--- src/rtl/dld_pkg.sv ---
package dld_pkg;
  typedef enum logic [2:0] {
    ST_IDLE,
    ST_PICK,
    ST_SETUP,
    ST_EVAL,
    ST_RECOV
  } dld_state_e;
endpackage

--- src/rtl/dld_sync.sv ---
module dld_sync #(
  parameter int STAGES = 2
) (
  input  logic clk,
  input  logic rst_n,
  input  logic d_i,
  output logic q_o
);
  logic [STAGES-1:0] chain_q;

  generate
    for (genvar s = 0; s < STAGES; s++) begin : g_stage
      if (s == 0) begin : g_first
        always_ff @(posedge clk or negedge rst_n) begin
          if (!rst_n) chain_q[0] <= 1'b0;
          else        chain_q[0] <= d_i;
        end
      end else begin : g_rest
        always_ff @(posedge clk or negedge rst_n) begin
          if (!rst_n) chain_q[s] <= 1'b0;
          else        chain_q[s] <= chain_q[s-1];
        end
      end
    end
  endgenerate

  assign q_o = chain_q[STAGES-1];
endmodule

--- src/rtl/dld_timer.sv ---
module dld_timer #(
  parameter int CNT_W = 4
) (
  input  logic             clk,
  input  logic             rst_n,
  input  logic             load_i,
  input  logic [CNT_W-1:0] load_val_i,
  output logic             expired_o
);
  logic [CNT_W-1:0] cnt_q, cnt_d;

  always_comb begin
    cnt_d = cnt_q;
    if (load_i)             cnt_d = load_val_i;
    else if (cnt_q != '0)   cnt_d = cnt_q - 1'b1;
  end

  always_ff @(posedge clk or negedge rst_n) begin
    if (!rst_n) cnt_q <= '0;
    else        cnt_q <= cnt_d;
  end

  assign expired_o = (cnt_q == '0);
endmodule

--- src/rtl/dld_pick.sv ---
module dld_pick #(
  parameter int N     = 6,
  parameter int IDX_W = 3
) (
  input  logic [N-1:0]     pend_i,
  output logic             found_o,
  output logic [IDX_W-1:0] idx_o
);
  always_comb begin
    found_o = 1'b0;
    idx_o   = '0;
    for (int k = N - 1; k >= 0; k--) begin
      if (pend_i[k]) begin
        found_o = 1'b1;
        idx_o   = IDX_W'(k);
      end
    end
  end
endmodule

--- src/rtl/dac_load_detect_seq.sv ---
module dac_load_detect_seq
  import dld_pkg::*;
#(
  parameter int NUM_CH      = 6,
  parameter int SETUP_CYC   = 5,
  parameter int PULSE_CYC   = 10,
  parameter int VALID_CYC   = 5,
  parameter int SYNC_STAGES = 2,
  localparam int SEL_W      = $clog2(NUM_CH)
) (
  input  logic              clk,
  input  logic              rst_n,
  input  logic              scan_start_i,
  input  logic              scan_single_i,
  input  logic [SEL_W-1:0]  scan_index_i,
  input  logic [NUM_CH-1:0] scan_mask_i,
  input  logic              det_cmp_i,
  output logic [SEL_W-1:0]  det_sel_o,
  output logic              det_strobe_n_o,
  output logic              busy_o,
  output logic              done_o,
  output logic [NUM_CH-1:0] load_present_o
);
  localparam int LOW_CYC = (PULSE_CYC > VALID_CYC + SYNC_STAGES) ? PULSE_CYC
                                                                 : VALID_CYC + SYNC_STAGES;
  localparam int MAX_CYC = (LOW_CYC > SETUP_CYC) ? LOW_CYC : SETUP_CYC;
  localparam int CNT_W   = $clog2(MAX_CYC + 1);

  dld_state_e        state_q, state_d;
  logic [NUM_CH-1:0] pend_q, pend_d;
  logic [SEL_W-1:0]  sel_q, sel_d;
  logic              strobe_n_q, strobe_n_d;
  logic [NUM_CH-1:0] flags_q, flags_d;
  logic              done_q, done_d;
  logic              tmr_load;
  logic [CNT_W-1:0]  tmr_val;
  logic              tmr_exp;
  logic              cmp_sync;
  logic              pick_found;
  logic [SEL_W-1:0]  pick_idx;
  logic [NUM_CH-1:0] req_mask;

  dld_sync #(.STAGES(SYNC_STAGES)) u_sync (
    .clk(clk), .rst_n(rst_n), .d_i(det_cmp_i), .q_o(cmp_sync)
  );

  dld_timer #(.CNT_W(CNT_W)) u_timer (
    .clk(clk), .rst_n(rst_n), .load_i(tmr_load), .load_val_i(tmr_val), .expired_o(tmr_exp)
  );

  dld_pick #(.N(NUM_CH), .IDX_W(SEL_W)) u_pick (
    .pend_i(pend_q), .found_o(pick_found), .idx_o(pick_idx)
  );

  always_comb begin
    req_mask = '0;
    if (scan_single_i) begin
      if (int'(scan_index_i) < NUM_CH) req_mask[scan_index_i] = 1'b1;
    end else begin
      req_mask = scan_mask_i;
    end
  end

  always_comb begin
    state_d    = state_q;
    pend_d     = pend_q;
    sel_d      = sel_q;
    strobe_n_d = strobe_n_q;
    flags_d    = flags_q;
    done_d     = 1'b0;
    tmr_load   = 1'b0;
    tmr_val    = '0;
    unique case (state_q)
      ST_IDLE: begin
        strobe_n_d = 1'b1;
        if (scan_start_i) begin
          pend_d  = req_mask;
          state_d = ST_PICK;
        end
      end
      ST_PICK: begin
        if (pick_found) begin
          sel_d            = pick_idx;
          pend_d[pick_idx] = 1'b0;
          tmr_load         = 1'b1;
          tmr_val          = CNT_W'(SETUP_CYC - 1);
          state_d          = ST_SETUP;
        end else begin
          done_d  = 1'b1;
          state_d = ST_IDLE;
        end
      end
      ST_SETUP: begin
        if (tmr_exp) begin
          strobe_n_d = 1'b0;
          tmr_load   = 1'b1;
          tmr_val    = CNT_W'(LOW_CYC - 1);
          state_d    = ST_EVAL;
        end
      end
      ST_EVAL: begin
        if (tmr_exp) begin
          strobe_n_d     = 1'b1;
          flags_d[sel_q] = cmp_sync;
          tmr_load       = 1'b1;
          tmr_val        = CNT_W'(SETUP_CYC - 1);
          state_d        = ST_RECOV;
        end
      end
      ST_RECOV: begin
        if (tmr_exp) state_d = ST_PICK;
      end
      default: state_d = ST_IDLE;
    endcase
  end

  always_ff @(posedge clk or negedge rst_n) begin
    if (!rst_n) begin
      state_q    <= ST_IDLE;
      pend_q     <= '0;
      sel_q      <= '0;
      strobe_n_q <= 1'b1;
      flags_q    <= '0;
      done_q     <= 1'b0;
    end else begin
      state_q    <= state_d;
      pend_q     <= pend_d;
      sel_q      <= sel_d;
      strobe_n_q <= strobe_n_d;
      flags_q    <= flags_d;
      done_q     <= done_d;
    end
  end

  assign det_sel_o      = sel_q;
  assign det_strobe_n_o = strobe_n_q;
  assign busy_o         = (state_q != ST_IDLE);
  assign done_o         = done_q;
  assign load_present_o = flags_q;

  // Checking support: strobe-low run length, saturating.
  logic [CNT_W:0] low_run_q;
  always_ff @(posedge clk or negedge rst_n) begin
    if (!rst_n)                  low_run_q <= '0;
    else if (det_strobe_n_o)     low_run_q <= '0;
    else if (low_run_q != '1)    low_run_q <= low_run_q + 1'b1;
  end

  assert_idle_strobe_high_R11: assert property (@(posedge clk) disable iff (!rst_n)
    (state_q == ST_IDLE) |-> det_strobe_n_o);

  assert_sel_stable_low_R4: assert property (@(posedge clk) disable iff (!rst_n)
    (!det_strobe_n_o && !$past(det_strobe_n_o)) |-> $stable(det_sel_o));

  assert_pulse_width_R5: assert property (@(posedge clk) disable iff (!rst_n)
    $rose(det_strobe_n_o) |-> (int'(low_run_q) >= PULSE_CYC));

  assert_sel_range_R3: assert property (@(posedge clk) disable iff (!rst_n)
    busy_o |-> (int'(det_sel_o) < NUM_CH));

  assert_done_single_R9: assert property (@(posedge clk) disable iff (!rst_n)
    done_o |=> !done_o);

  assert_done_not_busy_R9: assert property (@(posedge clk) disable iff (!rst_n)
    done_o |-> !busy_o);
endmodule

--- config.mk ---
export PLATFORM = sky130hd
export DESIGN_NAME = dac_load_detect_seq
export DESIGN_NICKNAME = d
export VERILOG_FILES = /design/src/rtl/dld_pkg.sv /design/src/rtl/dld_sync.sv /design/src/rtl/dld_timer.sv /design/src/rtl/dld_pick.sv /design/src/rtl/dac_load_detect_seq.sv
export SDC_FILE = /design/constraint.sdc
export NUM_CORES = 1
export LEC_CHECK = 0
export BUFFER_PORTS_ARGS = -buffer_cell sky130_fd_sc_hd__buf_2
export CORE_UTILIZATION = 48
export DETAILED_ROUTE_END_ITERATION = 7
export PLACE_DENSITY = 0.85
export SLEW_MARGIN = 20
export SYNTH_ARGS = -nofsm -noshare
export SYNTH_HDL_FRONTEND = slang
export SYNTH_SLANG_ARGS = --single-unit
--- constraint.sdc ---
create_clock -name clk -period 1.8 [get_ports clk]
set_clock_uncertainty 0.2 [all_clocks]
set_input_delay 0 -clock clk [delete_from_list [all_inputs] [get_ports clk]]
set_output_delay 0 -clock clk [all_outputs]
set_load 0.005 [all_outputs]
==> results.cfg, run 1 <==
[worst_setup_path]
crit_arrival_ps = 1800
rrSetupSlack_ps = 10
r2r_start = pend_q[2]
worstPathRequired_ps = 1820
cp-end-kind = register
start_kind = register
rr_worst_depth = 3
timing.rr.end = u_timer.cnt_q[2]
worstSetupPathType = register to register
endpoint = u_timer.cnt_q[2]
critical_path_peak_fanout = 5
startpoint = pend_q[2]

[drt]
postRouteAntennaNets = 0
vias = 1248
drt_wl_total_um = 3320
wl_per_cell_um = 15.3
viasPerCell = 5.75
drc_errors = 0
drt_first_pass_iters = 4
drt_iter0_markers = 14

[die]
die_w_um = 55.2
num_rows = 18
boundaryPins = 26
coreArea_mm2 = 0.00257
die_h_um = 55.2
start_util_pct = 52.8
die-area_mm2 = 0.00304

[cells_and_area]
final_cell_mix = buf_2, dfrtp_1, dlygate4sd3_1, buf_4, inv_1
nNetsFinal = 203
layout.area.seq_um2 = 653
syn_to_final_growth_pct = 36.9
multiInputGateArea_um2 = 704
layout_commonest_cell = buf_2
drive_gt1_share_pct = 36.9
num_antenna_cells = 0
fill_cells = 195

[sta]
maxSlewHeadroom_pct = 62.1
period_minus_slack_ps = 1790
final-hold-violation-count = 11
period_share_pct = 99.2
timing.fmax_ghz = 0.560
maxSlewViolCount = 0
fin_setup_tns_ps = 0
tightest_slew_ps = 568
fin_hold_ws_ps = -12.3
rsz0062_at_grt = true
setup_viol = 0

[power]
comb_power_share_pct = 50.4
seq_power_share_pct = 38.7
p_sw_uw = 1010
total_power_uw = 2670
p_per_area_mw_per_mm2 = 1440
p_sw_share_pct = 37.7
ir_drop_mv = 1.24
p_int_uw = 1670
power.leakage_uw = 0.000853
pwr-share-clk_pct = 10.9

[global_routing]
grt_pass1_wl_um = 5200
grt_usage_pct = 25.0
grt-ovfl-total = 0
grt_max_degree = 27
antenna_found_initial = 0
first_global_vias = 1188

[synth]
ys_types = 44
synthArstFlopShare_pct = 100
synth_nets = 150
ys.flop_type = dfrtp_1
netlist_instances = 135
syn_area_mm2 = 0.00136
seq_area_frac_synth_pct = 48.1
yosysWarningCount = 0
synth-seq-cells = 26
syn-mean-instance-area_um2 = 10.0
synth_edf_count = 0

[clock_tree]
clk_pin_slew_ps = 140
clock_latency_ps = 320
cts_tree = built
h-tree-depth = 1
cts_made_buffers = 3
cts-root-buf = clkbuf_4
cts.sinks = 26
cts_buffer_depth = 2

[place]
gp_congestion = 0.823
numPortBuffers = 25
place_hpwl_um = 2200

[hold_path]
hp-class = primary input to asynchronous set/reset pin

[outcome]
status = finished with violations
violations = negative hold slack

[job]
maxCapViolCount = 0
worst max-delay path, cell delays in order, from the launching register on:
cell and delay, ps:
dfrtp_1 400, or4_4 550, o21a_4 230, or3_1 310
final cells by class:
| type | instances | share of cell area (%) |
|---|---|---|
| multi-input cells | 93 | 37.9 |
| repair buffers | 55 | 21.1 |
| clock buffers | 4 | 1.95 |
| flip-flops and latches | 26 | 35.2 |
| well taps | 30 | 2.02 |
| inverters | 9 | 1.82 |
cells by family after synthesis:
group,after synthesis,share of synthesized area (%)
AND/OR/NAND/NOR,47,21.5
AO/OA/AOI/OAI,36,17.7
flip-flops,26,48.1
buffers and inverters,16,4.61
multiplexers,8,6.55
XOR/XNOR,1,0.646
adder cells (fa/ha/maj),1,0.922
through the flow:
stage          cell area [um2]  std cells  worst slack, ps  hold WS, ps  util, %
2_1_floorplan             1370        135            -80.2         -496        -
3_3_place_gp              1600        196            -1.87         -185     62.3
3_5_place_dp              1600        196             -129         -173     62.3
4_1_cts                   1820        216             1.75         3.11     71.0
5_1_grt                   1860        217            -23.1         63.2     72.3
6_report                  1860        217             14.8        -12.3     72.3
metal layers:
metal  vias up  GRT usage [%]  part of all wire (%)
li1        607              -                     -
met1       611           26.8                    41
met2        28           49.8                    55
met3         2           5.74                   3.4
met4         0           3.75                  0.39
met5         -              0                     0
synthesized netlist by cell type, types with 2 or more instances:
cell type  count  area, um2
mux2_2         7       78.8
nand3_1        3       15.0
o21ai_0        7       35.0
or2_2          3       18.8
clkbuf_1       5       18.8
or3_1          2       12.5
a211oi_1       2       15.0
a31oi_1        3       18.8
nor3b_1        2       15.0
dfrtp_1       25        626
nand2b_1       2       12.5
o22ai_1        6       37.5
nor2b_1        6       37.5
nand4_1        3       18.8
nor2_1         7       26.3
nor4_1         2       12.5
nor3_1         2       10.0
o31ai_1        3       22.5
nand2_1        4       15.0
or4b_2         2       20.0
a22oi_1        2       15.0
buf_2          2       10.0
inv_1          9       33.8
a21oi_1        6       30.0
worst min path at each step:
stage / end / cells after the start / slack (ps) / start
floorplan: det_sel_o[0] / 0 / -500 / rst_n
global placement: done_o / 1 / -180 / rst_n
detailed placement: state_q[0] / 1 / -170 / rst_n
CTS: state_q[1] / 2 / 3 / rst_n
global route: state_q[0] / 2 / 60 / rst_n
finish: state_q[1] / 2 / -10 / rst_n
sequential cells by signal, summed over array words and instances, names as in the netlist:
register / count
state_q: 3
done_o: 1
det_strobe_n_o: 1
u_sync.q_o: 1
det_sel_o: 3
u_sync.chain_q: 1
pend_q: 6
load_present_o: 6
u_timer.cnt_q: 4
timing repair:
action,4_1_cts,5_1_grt
hold buffers,15,0
setup endpoints to repair,17,17
hold endpoints to repair,33,0
pin swaps,1,2
setup buffers,1,1
gates resized for setup,7,7
power groups by stage:
| stage | sequential, uW | clock, uW | combinational [uW] |
|---|---|---|---|
| floorplan | 980 | 0 | 790 |
| global placement | 996 | 0 | 1140 |
| detailed placement | 1020 | 0 | 1190 |
| CTS | 1030 | 296 | 1280 |
| global route | 1070 | 318 | 1490 |
| finish | 1030 | 291 | 1350 |
Note: power is estimated with default switching activity, not from simulation.
==> run 2: changes to the inputs <==
CORE_UTILIZATION = 49   (was 48)
REMOVE_ABC_BUFFERS = 1   (was default)
SYNTH_HIERARCHICAL = 1   (was default)
==> run 2 against run 1 <==
Net effect:
- the run ends with negative hold slack, negative setup slack left
- core utilization rose by 12 points
- via count up 13%
- first-iteration DRC count grew to 3.1 times the previous value
- routed wire length grew 42%
- die area increased by 1.9%
- critical endpoint is now load_present_o[4]
- worst setup slack lost 340 ps
- largest cell class unchanged
==> results.cfg, run 2 <==
[drt]
drt_first_pass_iters = 4
drt_iter0_markers = 44
postRouteAntennaNets = 0
vias = 1410
drt_wl_total_um = 4710
drc_errors = 0
viasPerCell = 5.78
wl_per_cell_um = 19.3

[sta]
period_minus_slack_ps = 2120
timing.fmax_ghz = 0.471
fin_setup_tns_ps = -3790
tightest_slew_ps = 595
setup_viol = 22
rsz0062_at_grt = true
period_share_pct = 118
worst_slack_ps = -324
maxSlewViolCount = 0
maxSlewHeadroom_pct = 60.3
fin_hold_ws_ps = -13.6
final-hold-violation-count = 15

[clock_tree]
cts_tree = built
cts.sinks = 26
cts_buffer_depth = 2
h-tree-depth = 1
cts_made_buffers = 3
clock_latency_ps = 330
clk_pin_slew_ps = 150
cts-root-buf = clkbuf_4

[synth]
synth_edf_count = 0
synthTopCellsByCount = dfrtp_1, nand2_1, nor2b_1
netlist_instances = 137
yosysMostFrequentCell = dfrtp_1
yosysTopAreaCellShare_pct = 44.3
synth_top_family_by_area = simple AND/OR/NAND/NOR gates
synth_xor_area_share_pct = 1.24
yosysWarningCount = 6
syn_area_mm2 = 0.00141
yosys.area_share.adder_pct = 0.886
seq_area_frac_synth_pct = 46.1
synth_largest_area_cell = dfrtp_1
synth-seq-cells = 26
ys_types = 39
synth.area.mux_share_pct = 9.39
synthArstFlopShare_pct = 100
ys.flop_type = dfrtp_1
synthTopCellsByArea = dfrtp_1, mux2_2, nor2b_1
synth_simple_gate_area_share_pct = 26.4
syn-mean-instance-area_um2 = 10.3
synth-compound-area-share_pct = 11.5

[global_routing]
grt_usage_pct = 28.2
antenna_found_initial = 0
first_global_vias = 1444
grt_pass1_wl_um = 6580
grt_max_degree = 27
grt-ovfl-total = 0

[cells_and_area]
layout_commonest_cell = buf_4
num_antenna_cells = 0
fill_cells = 140
final_area_mm2 = 0.00231
final_cell_mix = buf_4, buf_2, dfrtp_1, dlygate4sd3_1, buf_6
nNetsFinal = 229
drive_gt1_share_pct = 52.6
syn_to_final_growth_pct = 63.9

[hold_path]
hp-class = primary input to asynchronous set/reset pin

[worst_setup_path]
rrSetupSlack_ps = -320
worstSetupPathType = register to register
crit_arrival_ps = 2160
startpoint = u_timer/cnt_q[0]
r2r_start = u_timer/cnt_q[0]
worstPathRequired_ps = 1840
start_kind = register
cp-end-kind = register
critical_path_peak_fanout = 6

[power]
seq_power_share_pct = 28.3
p_per_area_mw_per_mm2 = 1670
ir_drop_mv = 1.28
comb_power_share_pct = 63.8
power.leakage_uw = 0.00106
p_int_uw = 2270
pwr-share-clk_pct = 7.9
p_sw_uw = 1610
p_sw_share_pct = 41.5

[die]
die-area_mm2 = 0.00310
coreArea_mm2 = 0.00273
die_w_um = 55.7
num_rows = 19
start_util_pct = 51.7
die_h_um = 55.7
boundaryPins = 26

[outcome]
violations = negative hold slack, negative setup slack
status = finished with violations

[place]
post_dp_cell_area_mm2 = 0.00169
numPortBuffers = 25
dp_slack_ps = -398
place_hpwl_um = 2310
gp_congestion = 0.820

[job]
maxCapViolCount = 0
run 2: cell count changes in the layout (fill, tap and decap cells not counted), moves of 4 or more:
cell     previous run  this run
o21ai_0             6         0
nand2_1             4         9
a21oi_1             6         2
buf_6               1        11
nor4b_2             0         5
mux2_4              0         7
inv_1               8         4
buf_4              14        27
nor2b_1             5         9
mux2_2              7         3
run 2: logic make-up after synthesis:
family          after synthesis
mux                          12
other cells                   1
xor+xnor                      2
simple gates                 56
compound gates               25
buf+inv                      14
flops                        26
fa+ha+maj                     1
run 2: final timing paths:
path / end / depth (start not counted)
setup / recovery: load_present_o[4] / 6
hold / removal: u_timer/cnt_q[3] / 2
setup reg to reg: load_present_o[4] / 6
hold reg to reg: u_sync/q_o / 0
max in group asynchronous: pend_q[2] / 2
min in group clk: u_sync/chain_q[0] / 2
run 2: repair_timing:
item,in CTS,in global routing
resized for setup,33,30
setup endpoints to repair,15,24
hold buffers,17,0
cloned,1,0
pin swaps,17,17
setup buffers,16,7
endpoints found under the hold margin,34,0
run 2: power groups by stage:
stage	Combinational (uW)	Sequential, uW	Clock (uW)
4_1_cts	1980	1040	299
3_3_place_gp	1410	1000	0
5_1_grt	2590	1120	327
3_5_place_dp	1490	1020	0
6_report	2470	1090	308
2_1_floorplan	804	1040	0
run 2: worst max-delay path: stages, from the launching register on:
cell and delay, ps:
dfrtp_1 430, inv_2 90, ha_4 140, nor3b_4 240, nand4b_4 230, nor4b_4 350, mux2_4 340
run 2: routing by layer:
layer | share of wire [%] | GRT usage (%) | up-vias
li1 | - | - | 655
met1 | 37 | 27.8 | 704
met2 | 57 | 52.8 | 35
met3 | 2.0 | 5.12 | 16
met4 | 3.3 | 18.9 | 0
met5 | 0 | 0 | -
run 2: per-stage QoR:
stage | utilization [%] | hold slack, ps | cells | power (uW)
2_1_floorplan | - | -496 | 129 | 1840
3_3_place_gp | 61.8 | -183 | 205 | 2410
4_1_cts | 79.2 | 3.05 | 243 | 3320
3_5_place_dp | 61.8 | -170 | 205 | 2510
5_1_grt | 84.7 | 50.2 | 244 | 4030
6_report | 84.7 | -13.6 | 244 | 3870
run 2: cell type report:
type / instances / area, um2 / share of cell area, %
Multi-Input combinational cell: 97 / 942 / 40.7
Inverter: 6 / 22.5 / 0.973
Tap cell: 31 / 38.8 / 1.68
Timing Repair Buffer: 80 / 622 / 26.9
Sequential cell: 26 / 653 / 28.2
Clock buffer: 4 / 36.3 / 1.57
